--- src/rtl/mdio_c45_pkg.sv ---
package mdio_c45_pkg;

  localparam int unsigned FRAME_LEN = 64;
  localparam int unsigned PRE_LEN   = 32;
  localparam int unsigned TA_POS    = 46;
  localparam int unsigned DATA_POS  = 48;
  localparam int unsigned IDX_W     = $clog2(FRAME_LEN);

  typedef enum logic [1:0] {
    OPC_ADDR  = 2'b00,
    OPC_WRITE = 2'b01,
    OPC_RINC  = 2'b10,
    OPC_READ  = 2'b11
  } opc_e;

  // Whole frame, bit-time 0 at the MSB.
  function automatic logic [FRAME_LEN-1:0] build_frame(
    input logic [1:0]  op,
    input logic [4:0]  prt,
    input logic [4:0]  dev,
    input logic [15:0] wd
  );
    logic [1:0]  ta;
    logic [15:0] pl;
    if (op == OPC_READ) begin
      ta = 2'b11;
      pl = 16'hFFFF;
    end else begin
      ta = 2'b10;
      pl = wd;
    end
    return {{PRE_LEN{1'b1}}, 2'b00, op, prt, dev, ta, pl};
  endfunction

endpackage

--- src/rtl/mdio_c45_clkgen.sv ---
module mdio_c45_clkgen #(
  parameter int unsigned DIV = 8
) (
  input  logic clk,
  input  logic rst_n,
  input  logic run,
  output logic mdc,
  output logic rise_tick,
  output logic fall_tick
);

  localparam int unsigned CNT_W = (DIV > 1) ? $clog2(DIV) : 1;
  localparam logic [CNT_W-1:0] LAST = CNT_W'(DIV - 1);

  logic [CNT_W-1:0] cnt_q, cnt_n;
  logic             mdc_q, mdc_n;
  logic             wrap;

  assign wrap      = (cnt_q == LAST);
  assign rise_tick = run & wrap & ~mdc_q;
  assign fall_tick = run & wrap &  mdc_q;
  assign mdc       = mdc_q;

  always_comb begin
    cnt_n = cnt_q;
    mdc_n = mdc_q;
    if (!run) begin
      cnt_n = '0;
      mdc_n = 1'b0;
    end else if (wrap) begin
      cnt_n = '0;
      mdc_n = ~mdc_q;
    end else begin
      cnt_n = cnt_q + 1'b1;
    end
  end

  always_ff @(posedge clk or negedge rst_n) begin
    if (!rst_n) begin
      cnt_q <= '0;
      mdc_q <= 1'b0;
    end else begin
      cnt_q <= cnt_n;
      mdc_q <= mdc_n;
    end
  end

  // every MDC edge while running follows a full half-period count
  p_half_period_r5: assert property (@(posedge clk) disable iff (!rst_n)
    (run && $past(run) && (mdc_q != $past(mdc_q))) |-> ($past(cnt_q) == LAST));

  // MDC is never high while the divider is stopped
  p_mdc_idle_low_r5: assert property (@(posedge clk) disable iff (!rst_n)
    !run |-> !mdc_q);

endmodule

--- src/rtl/mdio_c45_req.sv ---
module mdio_c45_req
  import mdio_c45_pkg::*;
(
  input  logic                 clk,
  input  logic                 rst_n,
  input  logic                 req_valid,
  input  logic [1:0]           req_op,
  input  logic [4:0]           req_port,
  input  logic [4:0]           req_dev,
  input  logic [15:0]          req_wdata,
  input  logic                 busy,
  output logic                 start,
  output logic [FRAME_LEN-1:0] start_frame,
  output logic                 start_read,
  output logic                 err
);

  logic illegal;
  logic err_q, err_n;

  assign illegal     = (req_op == OPC_RINC);
  assign start       = req_valid & ~busy & ~illegal;
  assign start_read  = (req_op == OPC_READ);
  assign start_frame = build_frame(req_op, req_port, req_dev, req_wdata);
  assign err         = err_q;

  always_comb begin
    err_n = req_valid & ~busy & illegal;
  end

  always_ff @(posedge clk or negedge rst_n) begin
    if (!rst_n) err_q <= 1'b0;
    else        err_q <= err_n;
  end

  // the refused code never starts a frame
  p_no_rinc_start_r2: assert property (@(posedge clk) disable iff (!rst_n)
    start |-> (req_op != OPC_RINC));

  // nothing starts while a frame is in progress
  p_no_start_busy_r8: assert property (@(posedge clk) disable iff (!rst_n)
    busy |-> !start);

endmodule

--- src/rtl/mdio_c45_seq.sv ---
module mdio_c45_seq
  import mdio_c45_pkg::*;
(
  input  logic                 clk,
  input  logic                 rst_n,
  input  logic                 start,
  input  logic [FRAME_LEN-1:0] start_frame,
  input  logic                 start_read,
  input  logic                 rise_tick,
  input  logic                 fall_tick,
  input  logic                 mdio_i,
  output logic                 active,
  output logic                 mdio_o,
  output logic                 mdio_oe,
  output logic                 done,
  output logic [15:0]          rdata
);

  localparam logic [IDX_W-1:0] IDX_LAST = IDX_W'(FRAME_LEN - 1);
  localparam logic [IDX_W-1:0] IDX_TA   = IDX_W'(TA_POS);
  localparam logic [IDX_W-1:0] IDX_DATA = IDX_W'(DATA_POS);

  logic                 active_q, active_n;
  logic                 rd_q, rd_n;
  logic [IDX_W-1:0]     idx_q, idx_n;
  logic [FRAME_LEN-1:0] sh_q, sh_n;
  logic [15:0]          rx_q, rx_n;
  logic [15:0]          rdata_q, rdata_n;
  logic                 done_q, done_n;
  logic                 released;

  assign released = rd_q & (idx_q >= IDX_TA);
  assign mdio_oe  = active_q & ~released;
  assign mdio_o   = mdio_oe & sh_q[FRAME_LEN-1];
  assign active   = active_q;
  assign done     = done_q;
  assign rdata    = rdata_q;

  always_comb begin
    active_n = active_q;
    rd_n     = rd_q;
    idx_n    = idx_q;
    sh_n     = sh_q;
    rx_n     = rx_q;
    rdata_n  = rdata_q;
    done_n   = 1'b0;
    if (!active_q) begin
      if (start) begin
        active_n = 1'b1;
        rd_n     = start_read;
        idx_n    = '0;
        sh_n     = start_frame;
      end
    end else begin
      if (rise_tick && rd_q && (idx_q >= IDX_DATA)) begin
        rx_n = {rx_q[14:0], mdio_i};
      end
      if (fall_tick) begin
        if (idx_q == IDX_LAST) begin
          active_n = 1'b0;
          done_n   = 1'b1;
          if (rd_q) rdata_n = rx_q;
        end else begin
          idx_n = idx_q + 1'b1;
          sh_n  = {sh_q[FRAME_LEN-2:0], 1'b0};
        end
      end
    end
  end

  always_ff @(posedge clk or negedge rst_n) begin
    if (!rst_n) begin
      active_q <= 1'b0;
      rd_q     <= 1'b0;
      idx_q    <= '0;
      sh_q     <= '0;
      rx_q     <= '0;
      rdata_q  <= '0;
      done_q   <= 1'b0;
    end else begin
      active_q <= active_n;
      rd_q     <= rd_n;
      idx_q    <= idx_n;
      sh_q     <= sh_n;
      rx_q     <= rx_n;
      rdata_q  <= rdata_n;
      done_q   <= done_n;
    end
  end

  // a driven frame puts 1 on the line in the first turnaround bit
  p_ta_drive_r3: assert property (@(posedge clk) disable iff (!rst_n)
    (active_q && !rd_q && idx_q == IDX_TA) |-> (mdio_oe && mdio_o));

  // ticks are only seen while a frame is active
  p_tick_active_r4: assert property (@(posedge clk) disable iff (!rst_n)
    (rise_tick || fall_tick) |-> active_q);

  // read data only moves on completion of a read
  p_rdata_hold_r9: assert property (@(posedge clk) disable iff (!rst_n)
    !done_q |-> $stable(rdata_q));

endmodule

--- src/rtl/mdio_c45_master.sv ---
module mdio_c45_master
  import mdio_c45_pkg::*;
#(
  parameter int unsigned MDC_DIV = 8
) (
  input  logic        clk,
  input  logic        rst_n,
  input  logic        req_valid,
  input  logic [1:0]  req_op,
  input  logic [4:0]  req_port,
  input  logic [4:0]  req_dev,
  input  logic [15:0] req_wdata,
  output logic        busy,
  output logic        done,
  output logic        err,
  output logic [15:0] rdata,
  output logic        mdc,
  output logic        mdio_o,
  output logic        mdio_oe,
  input  logic        mdio_i
);

  logic [1:0]           rs_q;
  logic                 rst_int_n;
  logic                 start;
  logic [FRAME_LEN-1:0] start_frame;
  logic                 start_read;
  logic                 active;
  logic                 rise_tick;
  logic                 fall_tick;

  // Reset asserts at once and leaves on a clock edge.
  always_ff @(posedge clk or negedge rst_n) begin
    if (!rst_n) rs_q <= 2'b00;
    else        rs_q <= {rs_q[0], 1'b1};
  end
  assign rst_int_n = rs_q[1];

  assign busy = active;

  mdio_c45_req u_req (
    .clk         (clk),
    .rst_n       (rst_int_n),
    .req_valid   (req_valid),
    .req_op      (req_op),
    .req_port    (req_port),
    .req_dev     (req_dev),
    .req_wdata   (req_wdata),
    .busy        (active),
    .start       (start),
    .start_frame (start_frame),
    .start_read  (start_read),
    .err         (err)
  );

  mdio_c45_clkgen #(.DIV(MDC_DIV)) u_clkgen (
    .clk       (clk),
    .rst_n     (rst_int_n),
    .run       (active),
    .mdc       (mdc),
    .rise_tick (rise_tick),
    .fall_tick (fall_tick)
  );

  mdio_c45_seq u_seq (
    .clk         (clk),
    .rst_n       (rst_int_n),
    .start       (start),
    .start_frame (start_frame),
    .start_read  (start_read),
    .rise_tick   (rise_tick),
    .fall_tick   (fall_tick),
    .mdio_i      (mdio_i),
    .active      (active),
    .mdio_o      (mdio_o),
    .mdio_oe     (mdio_oe),
    .done        (done),
    .rdata       (rdata)
  );

  // the line holds still while MDC stays high
  p_stable_high_r6: assert property (@(posedge clk) disable iff (!rst_int_n)
    (mdc && $past(mdc)) |-> ($stable(mdio_o) && $stable(mdio_oe)));

  // idle bus is released with MDC low
  p_idle_bus_r10: assert property (@(posedge clk) disable iff (!rst_int_n)
    !busy |-> (!mdc && !mdio_oe));

  // done is a single-cycle pulse that coincides with the end of busy
  p_done_pulse_r7: assert property (@(posedge clk) disable iff (!rst_int_n)
    done |=> !done);
  p_done_end_r7: assert property (@(posedge clk) disable iff (!rst_int_n)
    done |-> (!busy && $past(busy)));

  // an error pulse never accompanies a frame start
  p_err_idle_r2: assert property (@(posedge clk) disable iff (!rst_int_n)
    err |-> !busy);

endmodule

--- config.mk ---
export PLATFORM = sky130hd
export DESIGN_NAME = mdio_c45_master
export DESIGN_NICKNAME = d
export VERILOG_FILES = /design/src/rtl/mdio_c45_pkg.sv /design/src/rtl/mdio_c45_clkgen.sv /design/src/rtl/mdio_c45_req.sv /design/src/rtl/mdio_c45_seq.sv /design/src/rtl/mdio_c45_master.sv
export SDC_FILE = /design/constraint.sdc
export NUM_CORES = 1
export LEC_CHECK = 0
export ABC_AREA = 1
export BUFFER_PORTS_ARGS = -buffer_cell sky130_fd_sc_hd__clkbuf_2
export CAP_MARGIN = 20
export CORE_ASPECT_RATIO = 1.25
export CORE_MARGIN = 2
export CORE_UTILIZATION = 30
export CTS_CLUSTER_SIZE = 14
export DETAILED_ROUTE_END_ITERATION = 7
export GPL_TIMING_DRIVEN = 0
export HOLD_SLACK_MARGIN = 0.15
export SLEW_MARGIN = 5
export SYNTH_ARGS = -nofsm -noshare
export SYNTH_HDL_FRONTEND = slang
export SYNTH_HIERARCHICAL = 1
export SYNTH_SLANG_ARGS = --single-unit
--- constraint.sdc ---
create_clock -name clk -period 10.5 [get_ports clk]
set_input_delay 0 -clock clk [delete_from_list [all_inputs] [get_ports clk]]
set_output_delay 0 -clock clk [all_outputs]
set_load 0.01 [all_outputs]
==> metrics.md <==
| Metric | Value |
|---|---|
| Tmin final | 1.99 ns |
| DR iter-0 viols | 207 |
| Seq/Total Area, Yosys | 49.5% |
| Cells after DPL | 1028 |
| Die ar. | 0.0200 mm² |
| Num ports | 54 |
| Fin. Hold Viols | 0 |
| TritonCTS Buffers | 9 |
| Drt wl/cell | 11.4 µm |
| Placed wire-length estimate | 8480 µm |
| CP startpoint | u_clkgen/cnt_q[0] |
| Initial Util | 30.4% |
| Vias per std cell | 4.23 |
| Syn Area/Cell | 7.88 µm² |
| Crit path max fanout | 10 |
| Final setup violation count | 0 |
| Outcome | complete, no violations |
| Layout Nets | 874 |
| Top FF cell, synth | dfrtp_1 |
| Antenna viol nets, final | 0 |
| Yosys Warn Count | 6 |
| Largest cells by area after synthesis | dfrtp_1 (49%), nand2_1 (14%), o21ai_0 (10%) |
| Largest net degree at the start of global routing | 66 |
| Core area | 0.0186 mm² |
| Critical path class | reg2reg |
| FP Rows | 56 |
| Startpoint types | flip-flop |
| CP arrival | 2.21 ns |
| Die Wd | 127 µm |
| Leading area contributor after synthesis | dfrtp_1 |
| CTS Sinks | 112 |
| Number of global-route vias before repair | 4498 |
| Synthesized cell area | 0.00566 mm² |
| Drt drc | 0 |
| Cell Count, Final, Fillers Out | 1075 |
| Routability cong. | 0.794 |
| Post-cts sizing count | 0 |
| Post-synth EDFFs | 0 |
| Grt total ovfl | 0 |
| Slew Viols, Final | 0 |
| Critical Path RT | 10.72 ns |
| CTS Root Cell | clkbuf_16 |
| Routed Wire Length | 12300 µm |
| Setup TNS | 0 ns |
| FFs w/ async S/R, synth | 100% |
| Worst-path clk slew | 0.08 ns |
| HP Class | in2reg |
| Most common cell in the synthesized netlist | nand2_1 |
| Worst VDD drop | 0.0859 mV |
| RSZ-0062 raised after global routing | no |
| Clk_skew | 0.0118 ns |
| Port Buf Inserts | 43 |
| Post-synth top cells | nand2_1 (208), o21ai_0 (116), dfrtp_1 (112) |
| Post-synth top area share | 49.5% |
| Flops & latches, synth | 112 |
| Crit share post-route | 18.9% |
| Leakage | 3.51 nW |
| Clock buffer depth | 2 |
| Power Dens Cells | 189 mW/mm² |
| DRT Pass-1 Iters | 5 |
| Achievable Freq | 0.503 GHz |
| Slew headroom | 58.6% |
| Mapped Cells | 719 |
| Critical path endpoint category | flip-flop |
| Number of max-cap violations | 0 |
| Min-delay src | req_op[0] |
| CTS tree | yes |
| H-tree levels | 3 |
| Layout cells sized above 1 | 17.7% |
| Initial antenna violation count | 0 |
| Clock Latency Late Sink | 0.35 ns |
| DIE HEIGHT | 158 µm |
| Diode count | 0 |
| Worst Tran Pin Value | 0.622 ns |
| Area Overhead vs Synth | 22.8% |
| First-pass GRT wire length | 21400 µm |
| Synth cell types | 25 |
| Total track usage | 13.0% |
| Vias | 4550 |
| Critical R2R Launch | u_clkgen/cnt_q[0] |
## power by group
group / switching [mW] / leakage [nW] / internal [mW] / total, mW
clock: 0.174 / 0.157 / 0.193 / 0.366
sequential: 0.0435 / 1.32 / 0.565 / 0.609
combinational: 0.201 / 2.03 / 0.140 / 0.341
total: 0.418 / 3.51 / 0.898 / 1.32
## worst max-delay path, cell delays in order, from the launching register on
cell and delay (ns):
dfrtp_1 0.35, ha_1 0.15, ha_1 0.18, nand2_1 0.06, nor2_1 0.14, nand2_1 0.07, inv_1 0.11, nand2_2 0.11
nand2_4 0.14, clkbuf_1 0.40, o21ai_0 0.15
## logic make-up after synthesis
kind of cell / synth area share, %
AO/OA/AOI/OAI: 14.7
XOR/XNOR: 0.309
adder cells (fa/ha/maj): 0.884
buffers and inverters: 17.4
flip-flops: 49.5
multiplexers: 0.199
other: 0.199
AND/OR/NAND/NOR: 16.8
## cell type report
cell class / count / area [µm²]
buffer: 83 / 562
clock buffer: 9 / 225
clock inverter: 7 / 97.6
inverter: 113 / 424
sequential: 112 / 2810
timing repair buffer: 75 / 553
fill: 1973 / 11700
tap: 232 / 290
multi-input combinational: 444 / 2000
## path summary, 6_finish.rpt
check                      slack [ns]  depth (start not counted)             end
max                              8.51                         10  u_seq/sh_q[12]
min                              0.18                          5   u_seq/sh_q[0]
max reg2reg                      8.51                         10  u_seq/sh_q[12]
min reg2reg                      0.36                          0  u_seq/rdata[4]
max in group asynchronous        9.41                          1  u_seq/sh_q[26]
min in group asynchronous        0.36                          0  u_seq/rdata[4]
## repair_timing
item                                    in CTS  in global routing
hold endpoints to repair                    30                  0
setup buffers                                0                  0
hold buffers                                31                  0
endpoints found under the setup margin       0                  0
## flip-flops by register name, indices dropped and copies added (netlist names)
register,flops
u_seq/sh_q,64
u_seq/idx_q,6
rs_q,2
u_seq/rdata,16
u_seq/active,1
u_seq/rd_q,1
u_clkgen/mdc,1
u_seq/done,1
u_seq/rx_q,16
u_clkgen/cnt_q,3
u_req/err,1
## metrics by stage
stage	hold slack (ns)	setup slack, ns	power [mW]	instance area [µm²]	utilization [%]
after floorplan	-0.296	7.15	0.867	5790	-
after global placement	-0.214	5.68	0.941	6290	33.8
after detailed placement	-0.211	8.48	0.951	6320	33.9
after CTS	0.179	8.48	1.33	6960	37.3
after global routing	0.199	8.29	1.42	6960	37.3
final	0.176	8.51	1.32	6960	37.3
## layout by cell type (no fill, tap or decap), drive strengths merged
| cell type | netlist | routed |
|---|---|---|
| nand3 | 12 | 12 |
| o21ai | 161 | 161 |
| clkinv | 0 | 3 |
| nand2 | 213 | 213 |
| clkbuf | 12 | 64 |
| xnor2 | 1 | 1 |
| xor2 | 1 | 1 |
| dlygate4sd3 | 0 | 31 |
| mux2 | 1 | 1 |
| dfrtp | 112 | 112 |
| o21bai | 1 | 1 |
| bufinv | 0 | 1 |
| conb | 3 | 36 |
| ha | 4 | 4 |
| or2 | 2 | 2 |
| nor2 | 12 | 12 |
| inv | 113 | 116 |
| buf | 71 | 72 |
## layer usage
metal	routed length [µm]	vias up	share of wire (%)	global-route usage [%]
li1	-	2356	-	-
met1	5860	2117	48	17.3
met2	5910	70	48	21.9
met3	410	7	3.3	2.30
met4	110	0	0.89	3.66
met5	0	-	0	0
Note: power is estimated with default switching activity, not from simulation.
